$ cat config.mk
export PLATFORM = sky130hd
export DESIGN_NAME = alu_exec_core
export DESIGN_NICKNAME = d
export VERILOG_FILES = /design/src/rtl/alu_exec_pkg.sv /design/src/rtl/alu_exec_decode.sv /design/src/rtl/alu_exec_datapath.sv /design/src/rtl/alu_exec_regfile.sv /design/src/rtl/alu_exec_core.sv
export SDC_FILE = /design/constraint.sdc
export NUM_CORES = 2
export LEC_CHECK = 0
export CORE_MARGIN = 1
export CORE_UTILIZATION = 60
export DETAILED_ROUTE_END_ITERATION = 8
export GPL_TIMING_DRIVEN = 1
export PLACE_DENSITY = 0.78
export SLEW_MARGIN = 20
export SYNTH_ARGS = -nofsm -noshare
export SYNTH_HDL_FRONTEND = slang
export SYNTH_SLANG_ARGS = --single-unit
$ cat constraint.sdc
create_clock -name clk -period 12.4 [get_ports clk]
set_clock_uncertainty 0.1 [all_clocks]
set_input_delay 1.24 -clock clk [delete_from_list [all_inputs] [get_ports clk]]
set_output_delay 1.24 -clock clk [all_outputs]
set_load 0.01 [all_outputs]
$ cat src/rtl/alu_exec_pkg.sv
package alu_exec_pkg;

  // opcode field values
  localparam logic [5:0] OPC_REG   = 6'h00;
  localparam logic [5:0] OPC_ADDI  = 6'h08;
  localparam logic [5:0] OPC_ADDIU = 6'h09;
  localparam logic [5:0] OPC_SLTI  = 6'h0A;
  localparam logic [5:0] OPC_SLTIU = 6'h0B;
  localparam logic [5:0] OPC_ANDI  = 6'h0C;
  localparam logic [5:0] OPC_ORI   = 6'h0D;
  localparam logic [5:0] OPC_XORI  = 6'h0E;
  localparam logic [5:0] OPC_LUI   = 6'h0F;

  // function field values under OPC_REG
  localparam logic [5:0] FN_SLL  = 6'h00;
  localparam logic [5:0] FN_SRL  = 6'h02;
  localparam logic [5:0] FN_SRA  = 6'h03;
  localparam logic [5:0] FN_SLLV = 6'h04;
  localparam logic [5:0] FN_SRLV = 6'h06;
  localparam logic [5:0] FN_ADD  = 6'h20;
  localparam logic [5:0] FN_ADDU = 6'h21;
  localparam logic [5:0] FN_SUB  = 6'h22;
  localparam logic [5:0] FN_SUBU = 6'h23;
  localparam logic [5:0] FN_AND  = 6'h24;
  localparam logic [5:0] FN_OR   = 6'h25;
  localparam logic [5:0] FN_XOR  = 6'h26;
  localparam logic [5:0] FN_SLT  = 6'h2A;
  localparam logic [5:0] FN_SLTU = 6'h2B;

  typedef enum logic [3:0] {
    XOP_NONE,
    XOP_ADD,
    XOP_SUB,
    XOP_AND,
    XOP_OR,
    XOP_XOR,
    XOP_SLT,
    XOP_SLTU,
    XOP_SHL,
    XOP_SHR,
    XOP_SAR,
    XOP_UPPER
  } xop_e;

  typedef struct packed {
    xop_e op;
    logic use_imm;
    logic imm_zext;
    logic shift_var;
    logic trap_ovf;
  } exec_ctrl_t;

endpackage

$ cat src/rtl/alu_exec_decode.sv
module alu_exec_decode
  import alu_exec_pkg::*;
#(
  parameter int AW = 5
) (
  input  logic [5:0]    opcode,
  input  logic [5:0]    funct,
  input  logic [AW-1:0] rt_field,
  input  logic [AW-1:0] rd_field,
  output exec_ctrl_t    ctrl,
  output logic          legal,
  output logic [AW-1:0] dest
);

  logic to_rt;

  always_comb begin
    ctrl  = '{op: XOP_NONE, use_imm: 1'b0, imm_zext: 1'b0,
              shift_var: 1'b0, trap_ovf: 1'b0};
    legal = 1'b1;
    to_rt = 1'b1;
    unique case (opcode)
      OPC_REG: begin
        to_rt = 1'b0;
        unique case (funct)
          FN_ADD:  begin ctrl.op = XOP_ADD; ctrl.trap_ovf = 1'b1; end
          FN_ADDU: ctrl.op = XOP_ADD;
          FN_SUB:  begin ctrl.op = XOP_SUB; ctrl.trap_ovf = 1'b1; end
          FN_SUBU: ctrl.op = XOP_SUB;
          FN_AND:  ctrl.op = XOP_AND;
          FN_OR:   ctrl.op = XOP_OR;
          FN_XOR:  ctrl.op = XOP_XOR;
          FN_SLT:  ctrl.op = XOP_SLT;
          FN_SLTU: ctrl.op = XOP_SLTU;
          FN_SLL:  ctrl.op = XOP_SHL;
          FN_SRL:  ctrl.op = XOP_SHR;
          FN_SRA:  ctrl.op = XOP_SAR;
          FN_SLLV: begin ctrl.op = XOP_SHL; ctrl.shift_var = 1'b1; end
          FN_SRLV: begin ctrl.op = XOP_SHR; ctrl.shift_var = 1'b1; end
          default: legal = 1'b0;
        endcase
      end
      OPC_ADDI:  begin ctrl.op = XOP_ADD;  ctrl.use_imm = 1'b1; ctrl.trap_ovf = 1'b1; end
      OPC_ADDIU: begin ctrl.op = XOP_ADD;  ctrl.use_imm = 1'b1; end
      OPC_SLTI:  begin ctrl.op = XOP_SLT;  ctrl.use_imm = 1'b1; end
      OPC_SLTIU: begin ctrl.op = XOP_SLTU; ctrl.use_imm = 1'b1; end
      OPC_ANDI:  begin ctrl.op = XOP_AND;  ctrl.use_imm = 1'b1; ctrl.imm_zext = 1'b1; end
      OPC_ORI:   begin ctrl.op = XOP_OR;   ctrl.use_imm = 1'b1; ctrl.imm_zext = 1'b1; end
      OPC_XORI:  begin ctrl.op = XOP_XOR;  ctrl.use_imm = 1'b1; ctrl.imm_zext = 1'b1; end
      OPC_LUI:   begin ctrl.op = XOP_UPPER; ctrl.use_imm = 1'b1; ctrl.imm_zext = 1'b1; end
      default:   legal = 1'b0;
    endcase
    if (!legal) begin
      ctrl = '{op: XOP_NONE, use_imm: 1'b0, imm_zext: 1'b0,
               shift_var: 1'b0, trap_ovf: 1'b0};
    end
  end

  assign dest = !legal ? '0 : (to_rt ? rt_field : rd_field);

endmodule

$ cat src/rtl/alu_exec_datapath.sv
module alu_exec_datapath
  import alu_exec_pkg::*;
#(
  parameter int XLEN = 32,
  parameter int IMM_W = 16,
  localparam int SHAMT_W = $clog2(XLEN)
) (
  input  exec_ctrl_t         ctrl,
  input  logic [XLEN-1:0]    rs_val,
  input  logic [XLEN-1:0]    rt_val,
  input  logic [IMM_W-1:0]   imm,
  input  logic [SHAMT_W-1:0] shamt_fixed,
  output logic [XLEN-1:0]    result,
  output logic               ovf
);

  localparam int PAD_W = XLEN - IMM_W;

  logic [XLEN-1:0]    imm_ext;
  logic [XLEN-1:0]    opb;
  logic [XLEN-1:0]    addend;
  logic [XLEN-1:0]    sum;
  logic [SHAMT_W-1:0] shamt;
  logic               is_sub;
  logic               ovf_raw;

  always_comb begin
    imm_ext = ctrl.imm_zext ? {{PAD_W{1'b0}}, imm} : {{PAD_W{imm[IMM_W-1]}}, imm};
    opb     = ctrl.use_imm ? imm_ext : rt_val;
    is_sub  = (ctrl.op == XOP_SUB);
    addend  = is_sub ? ~opb : opb;
    sum     = rs_val + addend + {{(XLEN-1){1'b0}}, is_sub};
    ovf_raw = (rs_val[XLEN-1] == addend[XLEN-1]) && (sum[XLEN-1] != rs_val[XLEN-1]);
    shamt   = ctrl.shift_var ? rs_val[SHAMT_W-1:0] : shamt_fixed;

    unique case (ctrl.op)
      XOP_ADD, XOP_SUB: result = sum;
      XOP_AND:   result = rs_val & opb;
      XOP_OR:    result = rs_val | opb;
      XOP_XOR:   result = rs_val ^ opb;
      XOP_SLT:   result = {{(XLEN-1){1'b0}}, $signed(rs_val) < $signed(opb)};
      XOP_SLTU:  result = {{(XLEN-1){1'b0}}, rs_val < opb};
      XOP_SHL:   result = rt_val << shamt;
      XOP_SHR:   result = rt_val >> shamt;
      XOP_SAR:   result = $unsigned($signed(rt_val) >>> shamt);
      XOP_UPPER: result = {imm, {PAD_W{1'b0}}};
      default:   result = '0;
    endcase

    ovf = ctrl.trap_ovf && ovf_raw;
  end

endmodule

$ cat src/rtl/alu_exec_regfile.sv
module alu_exec_regfile #(
  parameter int XLEN = 32,
  parameter int NREG = 32,
  parameter int NRD  = 2,
  localparam int AW  = $clog2(NREG)
) (
  input  logic                      clk,
  input  logic [NRD-1:0][AW-1:0]    rd_addr,
  output logic [NRD-1:0][XLEN-1:0]  rd_data,
  input  logic                      wr_en,
  input  logic [AW-1:0]             wr_addr,
  input  logic [XLEN-1:0]           wr_data
);

  logic [XLEN-1:0] mem [NREG];

  always_ff @(posedge clk) begin
    if (wr_en && (wr_addr != '0)) begin
      mem[wr_addr] <= wr_data;
    end
  end

  for (genvar p = 0; p < NRD; p++) begin : g_rd
    assign rd_data[p] = (rd_addr[p] == '0) ? '0 : mem[rd_addr[p]];
  end

endmodule

$ cat src/rtl/alu_exec_core.sv
module alu_exec_core
  import alu_exec_pkg::*;
#(
  parameter int XLEN = 32,
  parameter int NREG = 32,
  localparam int AW  = $clog2(NREG),
  localparam int SHAMT_W = $clog2(XLEN)
) (
  input  logic            clk,
  input  logic            rst,
  input  logic            in_valid,
  input  logic [31:0]     in_instr,
  output logic            out_valid,
  output logic [XLEN-1:0] out_result,
  output logic [AW-1:0]   out_dest,
  output logic            out_wr_en,
  output logic            out_ovf_trap
);

  localparam int RS_LSB = 21;
  localparam int RT_LSB = 16;
  localparam int RD_LSB = 11;
  localparam int SH_LSB = 6;

  exec_ctrl_t               ctrl;
  logic                     legal;
  logic [AW-1:0]            dest;
  logic [1:0][AW-1:0]       rd_addr;
  logic [1:0][XLEN-1:0]     rd_data;
  logic [XLEN-1:0]          result;
  logic                     ovf;
  logic                     commit;

  alu_exec_decode #(.AW(AW)) u_dec (
    .opcode   (in_instr[31:26]),
    .funct    (in_instr[5:0]),
    .rt_field (in_instr[RT_LSB +: AW]),
    .rd_field (in_instr[RD_LSB +: AW]),
    .ctrl     (ctrl),
    .legal    (legal),
    .dest     (dest)
  );

  assign rd_addr[0] = in_instr[RS_LSB +: AW];
  assign rd_addr[1] = in_instr[RT_LSB +: AW];

  alu_exec_regfile #(.XLEN(XLEN), .NREG(NREG), .NRD(2)) u_rf (
    .clk     (clk),
    .rd_addr (rd_addr),
    .rd_data (rd_data),
    .wr_en   (commit),
    .wr_addr (dest),
    .wr_data (result)
  );

  alu_exec_datapath #(.XLEN(XLEN), .IMM_W(16)) u_dp (
    .ctrl        (ctrl),
    .rs_val      (rd_data[0]),
    .rt_val      (rd_data[1]),
    .imm         (in_instr[15:0]),
    .shamt_fixed (in_instr[SH_LSB +: SHAMT_W]),
    .result      (result),
    .ovf         (ovf)
  );

  assign commit = in_valid && legal && !ovf && (dest != '0);

  always_ff @(posedge clk) begin
    if (rst) begin
      out_valid    <= 1'b0;
      out_result   <= '0;
      out_dest     <= '0;
      out_wr_en    <= 1'b0;
      out_ovf_trap <= 1'b0;
    end else begin
      out_valid    <= in_valid;
      out_result   <= result;
      out_dest     <= dest;
      out_wr_en    <= commit;
      out_ovf_trap <= in_valid && ovf;
    end
  end

endmodule

# Word level (Yosys, flattened, before mapping)
# Memories as Yosys holds them, arrays and structs flattened.
# Cells that the tools add are included.
[totals] romBits=0 ramBits=1024 latchBits=0 n_memories=1 register_bits=40 input_bits=35 out_inout_bits=40 wordCells=97
[mem_list] name="u_rf.mem" depth=32 width=32 rd=2 rd_clocked_by_memory_dff=0 write_ports=1 line="alu_exec_regfile.sv:15" rtl="logic [XLEN-1:0] mem [NREG];"
[op_classes] eq_ne=34 muxes=22 reduce_logical=24 n_div=0 magnitude_cmp=2 add_sub_neg=2 n_shift=3 mul=0 n_bitwise=4
[op_table] op="32-bit case mux with 10 select lines" count=1
[op_table] op="32-bit two-way mux" count=5
[op_table] op="32-bit less-than comparator" count=2
[op_table] op="6-bit == test (second input constant)" count=9
[op_table] op="6-bit by 4-bit == test with 1-bit output (second input constant)" count=8
[op_table] op="4-bit case mux with 10 select lines" count=1
[op_table] op="32-bit by 1-bit adder with 32-bit output" count=1
[op_table] op="32-bit adder" count=1
[op_table] op="32-bit AND" count=1
[op_table] op="32-bit NOT" count=1
[op_table] op="32-bit OR" count=1
[op_table] op="4-bit case mux with 8 select lines" count=1
[op_table] op="32-bit by 5-bit left shift with 32-bit output" count=1
[op_table] op="32-bit by 5-bit >> shifter with 32-bit output" count=1
[op_table] op="32-bit by 5-bit >>> shifter with 32-bit output" count=1
[op_table] op="32-bit bitwise XOR" count=1
[op_table] op="4-bit by 3-bit == test with 1-bit output (second input constant)" count=4
[op_table] op="4-bit == test (second input constant)" count=4
[op_table] op="2-bit OR reduction" count=8
[op_table] op="5-bit two-way mux" count=3
[op_table] op="14-bit OR reduction" count=1
[op_table] op="6-bit by 2-bit == test with 1-bit output (second input constant)" count=2
[op_table] op="6-bit by 3-bit == test with 1-bit output (second input constant)" count=2
[op_table] op="6-bit zero test" count=2
[op_table] op="other kinds (13)" count=29

# Depth between registers and ports, before layout
[depth] word_depth=20 mapped_depth=28 depth_no_buf=20

# Modules after synthesis
# Synthesis repeated with hierarchy kept, for this count alone.
[unflattened] hier_cells=4004 area_unflattened_um2=58451.1
[by_module_without_submodules] mod="alu_exec_regfile" cells_per_inst=2564 area_each_um2=47929.7 n_inst=1 seq_area_each_um2=30749.5
[by_module_without_submodules] mod="alu_exec_datapath" cells_per_inst=1301 area_each_um2=9046.2 n_inst=1 seq_area_each_um2=0.0
[by_module_without_submodules] mod="alu_exec_core" cells_per_inst=89 area_each_um2=1132.3 n_inst=1 seq_area_each_um2=800.8
[by_module_without_submodules] mod="alu_exec_decode" cells_per_inst=50 area_each_um2=342.8 n_inst=1 seq_area_each_um2=0.0

# Least setup slack after synthesis
# No wires, ideal clock.
[synth_timing] path_type="input -> register" start="input port in_instr[21]" end="memory u_rf.mem[1][0], enable pin" required_time_ps=11879 n_path_buf=5 t_arrival_ps=7912 setup_ps=421 path_slack_ps=3967 path_stages=23 cell_sequence="buf_6 buf_8 clkbuf_1 clkbuf_1 buf_1 mux4_2 mux4_2 nand2_1 nand2_1 nand2_1 inv_1 ha_1 a21o_1 a21o_1 a221oi_1 o21bai_1 a21oi_1 o221a_2 o41a_4 o31ai_4 xnor2_2 o2111ai_4 nor2_1"
[synth_between] elab_chain_len=13 word_cells_on_any_way=15 cone_classes="add/sub (2); eq/ne (2); mux (3); reduce/logical (7); memory (1)"
[synth_lines] item="start, declared" line="alu_exec_core.sv:12" rtl="input logic [31:0] in_instr,"
[synth_lines] item="memory 32 x 32 bit / 5-bit zero test (equally long branches)"
[synth_lines] item="32-bit two-way mux *" line="alu_exec_regfile.sv:24" rtl="assign rd_data[p] = (rd_addr[p] == '0) ? '0 : mem[rd_addr[p]];"
[synth_lines] item="32-bit adder" line="alu_exec_datapath.sv:32" rtl="sum = rs_val + addend + {{(XLEN-1){1'b0}}, is_sub};"
[synth_lines] item="32-bit by 1-bit adder with 32-bit output" line="alu_exec_datapath.sv:32"
[synth_lines] item="1-bit != test" line="alu_exec_datapath.sv:33" rtl="ovf_raw = (rs_val[XLEN-1] == addend[XLEN-1]) && (sum[XLEN-1] != rs_val[XLEN-1]);"
[synth_lines] item="1-bit logical AND *" line="alu_exec_datapath.sv:33"
[synth_lines] item="1-bit logical AND *" line="alu_exec_datapath.sv:50" rtl="ovf = ctrl.trap_ovf && ovf_raw;"
[synth_lines] item="1-bit zero test *" line="alu_exec_core.sv:66" rtl="assign commit = in_valid && legal && !ovf && (dest != '0);"
[synth_lines] item="1-bit logical AND * (2 in a row)" line="alu_exec_core.sv:66"
[synth_lines] item="1-bit logical AND *" line="alu_exec_regfile.sv:18" rtl="if (wr_en && (wr_addr != '0)) begin"
[synth_lines] item="1-bit two-way mux *" line="alu_exec_regfile.sv:18"
[synth_lines] item="1-bit two-way mux (not written as such) *" line="alu_exec_regfile.sv:19" rtl="mem[wr_addr] <= wr_data;"
[synth_lines] item="end, declared" line="alu_exec_regfile.sv:15"
# Mark *: on every way between the ends. The rest lies on a longest branch, timed or not.

# Worst setup path after layout
[layout_timing] start="input port in_instr[16]" end="memory u_rf.mem[14][30], enable pin"
[layout_between] elab_chain_len=16 word_cells_on_any_way=21 cone_classes="add/sub (2); eq/ne (2); mux (7); bitwise (1); reduce/logical (8); memory (1)"
[layout_lines] item="memory 32 x 32 bit / 5-bit zero test (equally long branches)"
[layout_lines] item="32-bit two-way mux" line="alu_exec_regfile.sv:24"
[layout_lines] item="32-bit two-way mux" line="alu_exec_datapath.sv:29" rtl="opb = ctrl.use_imm ? imm_ext : rt_val;"
[layout_lines] item="32-bit NOT" line="alu_exec_datapath.sv:31" rtl="addend = is_sub ? ~opb : opb;"
[layout_lines] item="32-bit two-way mux" line="alu_exec_datapath.sv:31"
[layout_lines] item="32-bit adder" line="alu_exec_datapath.sv:32"
[layout_lines] item="32-bit by 1-bit adder with 32-bit output" line="alu_exec_datapath.sv:32"
[layout_lines] item="1-bit != test" line="alu_exec_datapath.sv:33"
[layout_lines] item="1-bit logical AND" line="alu_exec_datapath.sv:33"
[layout_lines] item="1-bit logical AND" line="alu_exec_datapath.sv:50"
[layout_lines] item="1-bit zero test" line="alu_exec_core.sv:66"
[layout_lines] item="1-bit logical AND (2 in a row)" line="alu_exec_core.sv:66"
[layout_lines] item="1-bit logical AND" line="alu_exec_regfile.sv:18"
[layout_lines] item="1-bit two-way mux" line="alu_exec_regfile.sv:18"
[layout_lines] item="1-bit two-way mux (not written as such)" line="alu_exec_regfile.sv:19"
# Parallel ways exist; a longest one is shown, timed or not.

==> flow_summary.toml <==
[status]
status = "complete, no violations"

[pwr]
power_density_mw_per_mm2 = 137
cellLeakagePower_nw = 22.9
p_total_mw = 8.93
swShare_pct = 29.1
p_sw_mw = 2.60
pwr-share-seq_pct = 45.8
ir_worst_vdd_mv = 0.145
power_frac_comb_pct = 19.3
internal-power_mw = 6.33
clkPwrFrac_pct = 35.0

[critical_path]
critPathRequiredTime_ns = 12.68
crit_fanout = 64
path_depth = 20
crit_type = "in2reg"
reg2reg_from = "u_rf.mem[7][2]$_DFFE_PP_"
cpLargestDelayFamily = "compound AO/OA/AOI/OAI gates"
crit_buf_inv = 3
end_kind = "register"
worst_setup_path_start_kind = "primary input"
arrival_ns = 9.21
critPathLaunch = "in_instr[16]"
crit_chain = "buf_8 > buf_4 > mux4_2 > a22oi_1 > and4_1 > a21oi_1 > xnor2_1 > ha_1 > nand2_1 > nor2_1 > a221oi_1 > o21bai_1 > a21oi_1 > o221a_2 > o41a_4 > o31ai_4 > xnor2_2 > o2111ai_4 > nor2_4 > buf_4"
crit_path_top_delay_cell = "nor2_4"
crit_path_max_incr_delay_ns = 0.97
reg2reg_depth = 18

[die]
coreArea_mm2 = 0.0983
fp.dieW_um = 317
start_util_pct = 60.4
dieArea_mm2 = 0.100
fp-row-count = 115
die-height_um = 317
io_pins = 75

[global_routing]
track_usage_pct = 46.0
grt_pass1_wl_um = 319000
antenna_found_initial = 13
use_met3_pct = 15.8
grt_busiest_layer = "met2"
grt-ovfl-total = 0
grt_start_max_net_pins = 110
gr-usage-met1_pct = 59.3
grt_pass1_vias = 42208
use_met2_pct = 67.2

[synth]
synth_edf_count = 1024
yosysMostFrequentCell = "edfxtp_1"
netlist_instances = 4105
synth_area_leaders = "edfxtp_1 (52%), mux4_2 (17%), mux2i_1 (5.5%)"
synth_cell_types = 107
netlist_area_mm2 = 0.0594
synth_flop_cell = "edfxtp_1"
syn_area_per_cell_um2 = 14.5
yosysSeqAreaShare_pct = 53.1
yosys_warnings = 0
async_reset_ff_share_pct = 0
synth_seq_cells = 1064
synth_top_area_share_pct = 51.8
synthTopCellsByCount = "edfxtp_1 (1024), mux4_2 (448), mux2i_1 (329), nand2_1 (282), nor2_1 (224)"
synth_area_leader_cell = "edfxtp_1"

[clock_network]
cts-htree-levels = 3
cts_tree = "done"
cts_buffers = 106
root_buffer = "clkbuf_16"
cts_setup_buffers = 0
clock_sinks = 1064
path_clk_slew_ns = 0.06
cts_resized = 0
hold_buffers = 0
cts_buffer_depth = 3
insertion_delay_ns = 0.73

[timing]
maxSlewHeadroom_pct = 14.7
setup_viol = 0
clock.fmax_ghz = 0.112
fin_crit_sh_pct = 72.0
finalHoldViolations = 0
setup_tns_ns = 0
final.min_clock_period_ns = 8.93
slew_violations = 0
tightest_slew_ns = 1.27
rsz0062_at_grt = "no"

[placement]
dp_hpwl_um = 152000
port_buffers = 74
dpl.cell_count = 5343
globalplace.congestion = 1.06

[routing]
drc = 0
drtIter0Drc = 8096
drt-pass1-iter-count = 8
wl_per_cell_um = 41.4
vias = 43636
wl_um = 229000
avgViaCountPerCell = 7.88
detail-route-antenna-nets = 0

[worst_hold_path]
hold_class = "in2reg"
hold_path_depth = 2
hold_start = "in_valid"

[flow_run]
max_cap_viol_count = 0

[finish]
fillers = 6661
fin_nets = 4327
area_delta_synth_final_pct = 9.70
instances_no_fill = 5537
drive_above_1_share_pct = 21.8
==> worst paths after layout <==
kind                                                   end  slack (ns)
worst max-delay path            u_rf.mem[14][30]$_DFFE_PP_        3.47
worst min-delay path                  out_valid$_SDFF_PP0_        1.09
worst max register to register  u_rf.mem[14][30]$_DFFE_PP_        4.93
worst min register to register    out_result[7]$_SDFF_PP0_        1.56
==> stage by stage <==
| stage | util [%] | area (µm²) | setup slack (ns) | hold slack [ns] |
|---|---|---|---|---|
| 3_3_place_gp | 62.8 | 61800 | 3.01 | 1.54 |
| 5_1_grt | 66.3 | 65100 | 3.19 | 1.10 |
| 6_report | 66.3 | 65100 | 3.47 | 1.09 |
| 3_5_place_dp | 62.9 | 61800 | 2.93 | 1.53 |
| 4_1_cts | 66.2 | 65100 | 3.58 | 1.06 |
| 2_1_floorplan | - | 59500 | 3.97 | 1.04 |
==> layout by cell type, fill, tap and decap left out, types with 41 or more instances in the layout <==
cell type	n
edfxtp_1	1024
mux4_2	448
mux2i_1	328
nand2_1	276
nor2_1	190
a22oi_1	164
a21oi_1	149
buf_4	146
ha_1	126
clkbuf_16	107
nand3_1	90
inv_1	87
clkdlybuf4s50_1	64
o21ai_0	63
a21o_1	48
xnor2_1	41
==> registers in the layout, summed over array words and instances, names as in the netlist <==
register      count
out_ovf_trap      1
u_rf.mem       1024
out_valid         1
out_wr_en         1
out_result       32
out_dest          5
==> final cells by class <==
cell class	count	area (µm²)	share of cell area, %
Sequential cell	1064	31600	48.4
Multi-Input combinational cell	2678	26400	40.5
Clock buffer	120	2730	4.19
Timing Repair Buffer	224	1940	2.98
Tap cell	1287	1610	2.47
Clock inverter	66	547	0.839
Inverter	91	342	0.524
Antenna cell	7	17.5	0.0269
==> worst register-to-register path, stage by stage, from the launching register on <==
cell and delay, ns:
edfxtp_1 0.38, mux2i_1 0.11, a22oi_1 0.22, a21boi_0 0.15, nor4_2 1.05, and2_1 0.45, ha_1 0.38, a21oi_1 0.17
o21ai_0 0.17, a221oi_1 0.61, o21bai_1 0.13, a21oi_1 0.24, o221a_2 0.23, o41a_4 0.20, o31ai_4 0.12, xnor2_2 0.53
o2111ai_4 0.39, nor2_4 0.98, buf_4 0.52
==> logic make-up after synthesis <==
| kind of cell | after synthesis | share of synthesized area (%) |
|---|---|---|
| fa+ha+maj | 127 | 2.69 |
| other cells | 1 | 0.00632 |
| flops | 1064 | 53.1 |
| mux | 813 | 23.3 |
| compound gates | 798 | 9.90 |
| simple gates | 847 | 6.69 |
| buf+inv | 394 | 3.31 |
| xor+xnor | 61 | 0.912 |
==> metal layers <==
metal / part of all wire [%] / vias to the layer above
li1: - / 16741
met1: 33 / 21631
met2: 44 / 4338
met3: 16 / 918
met4: 7.5 / 8
met5: 0.027 / -
==> power groups by stage <==
stage | combinational, mW | clock, mW | sequential (mW)
global route | 1.77 | 3.24 | 4.09
finish | 1.72 | 3.12 | 4.09
global placement | 1.63 | 0 | 4.16
CTS | 1.65 | 3.11 | 4.09
detailed placement | 1.63 | 0 | 4.16
floorplan | 1.02 | 0 | 4.16
(Power assumes the default switching activity.)
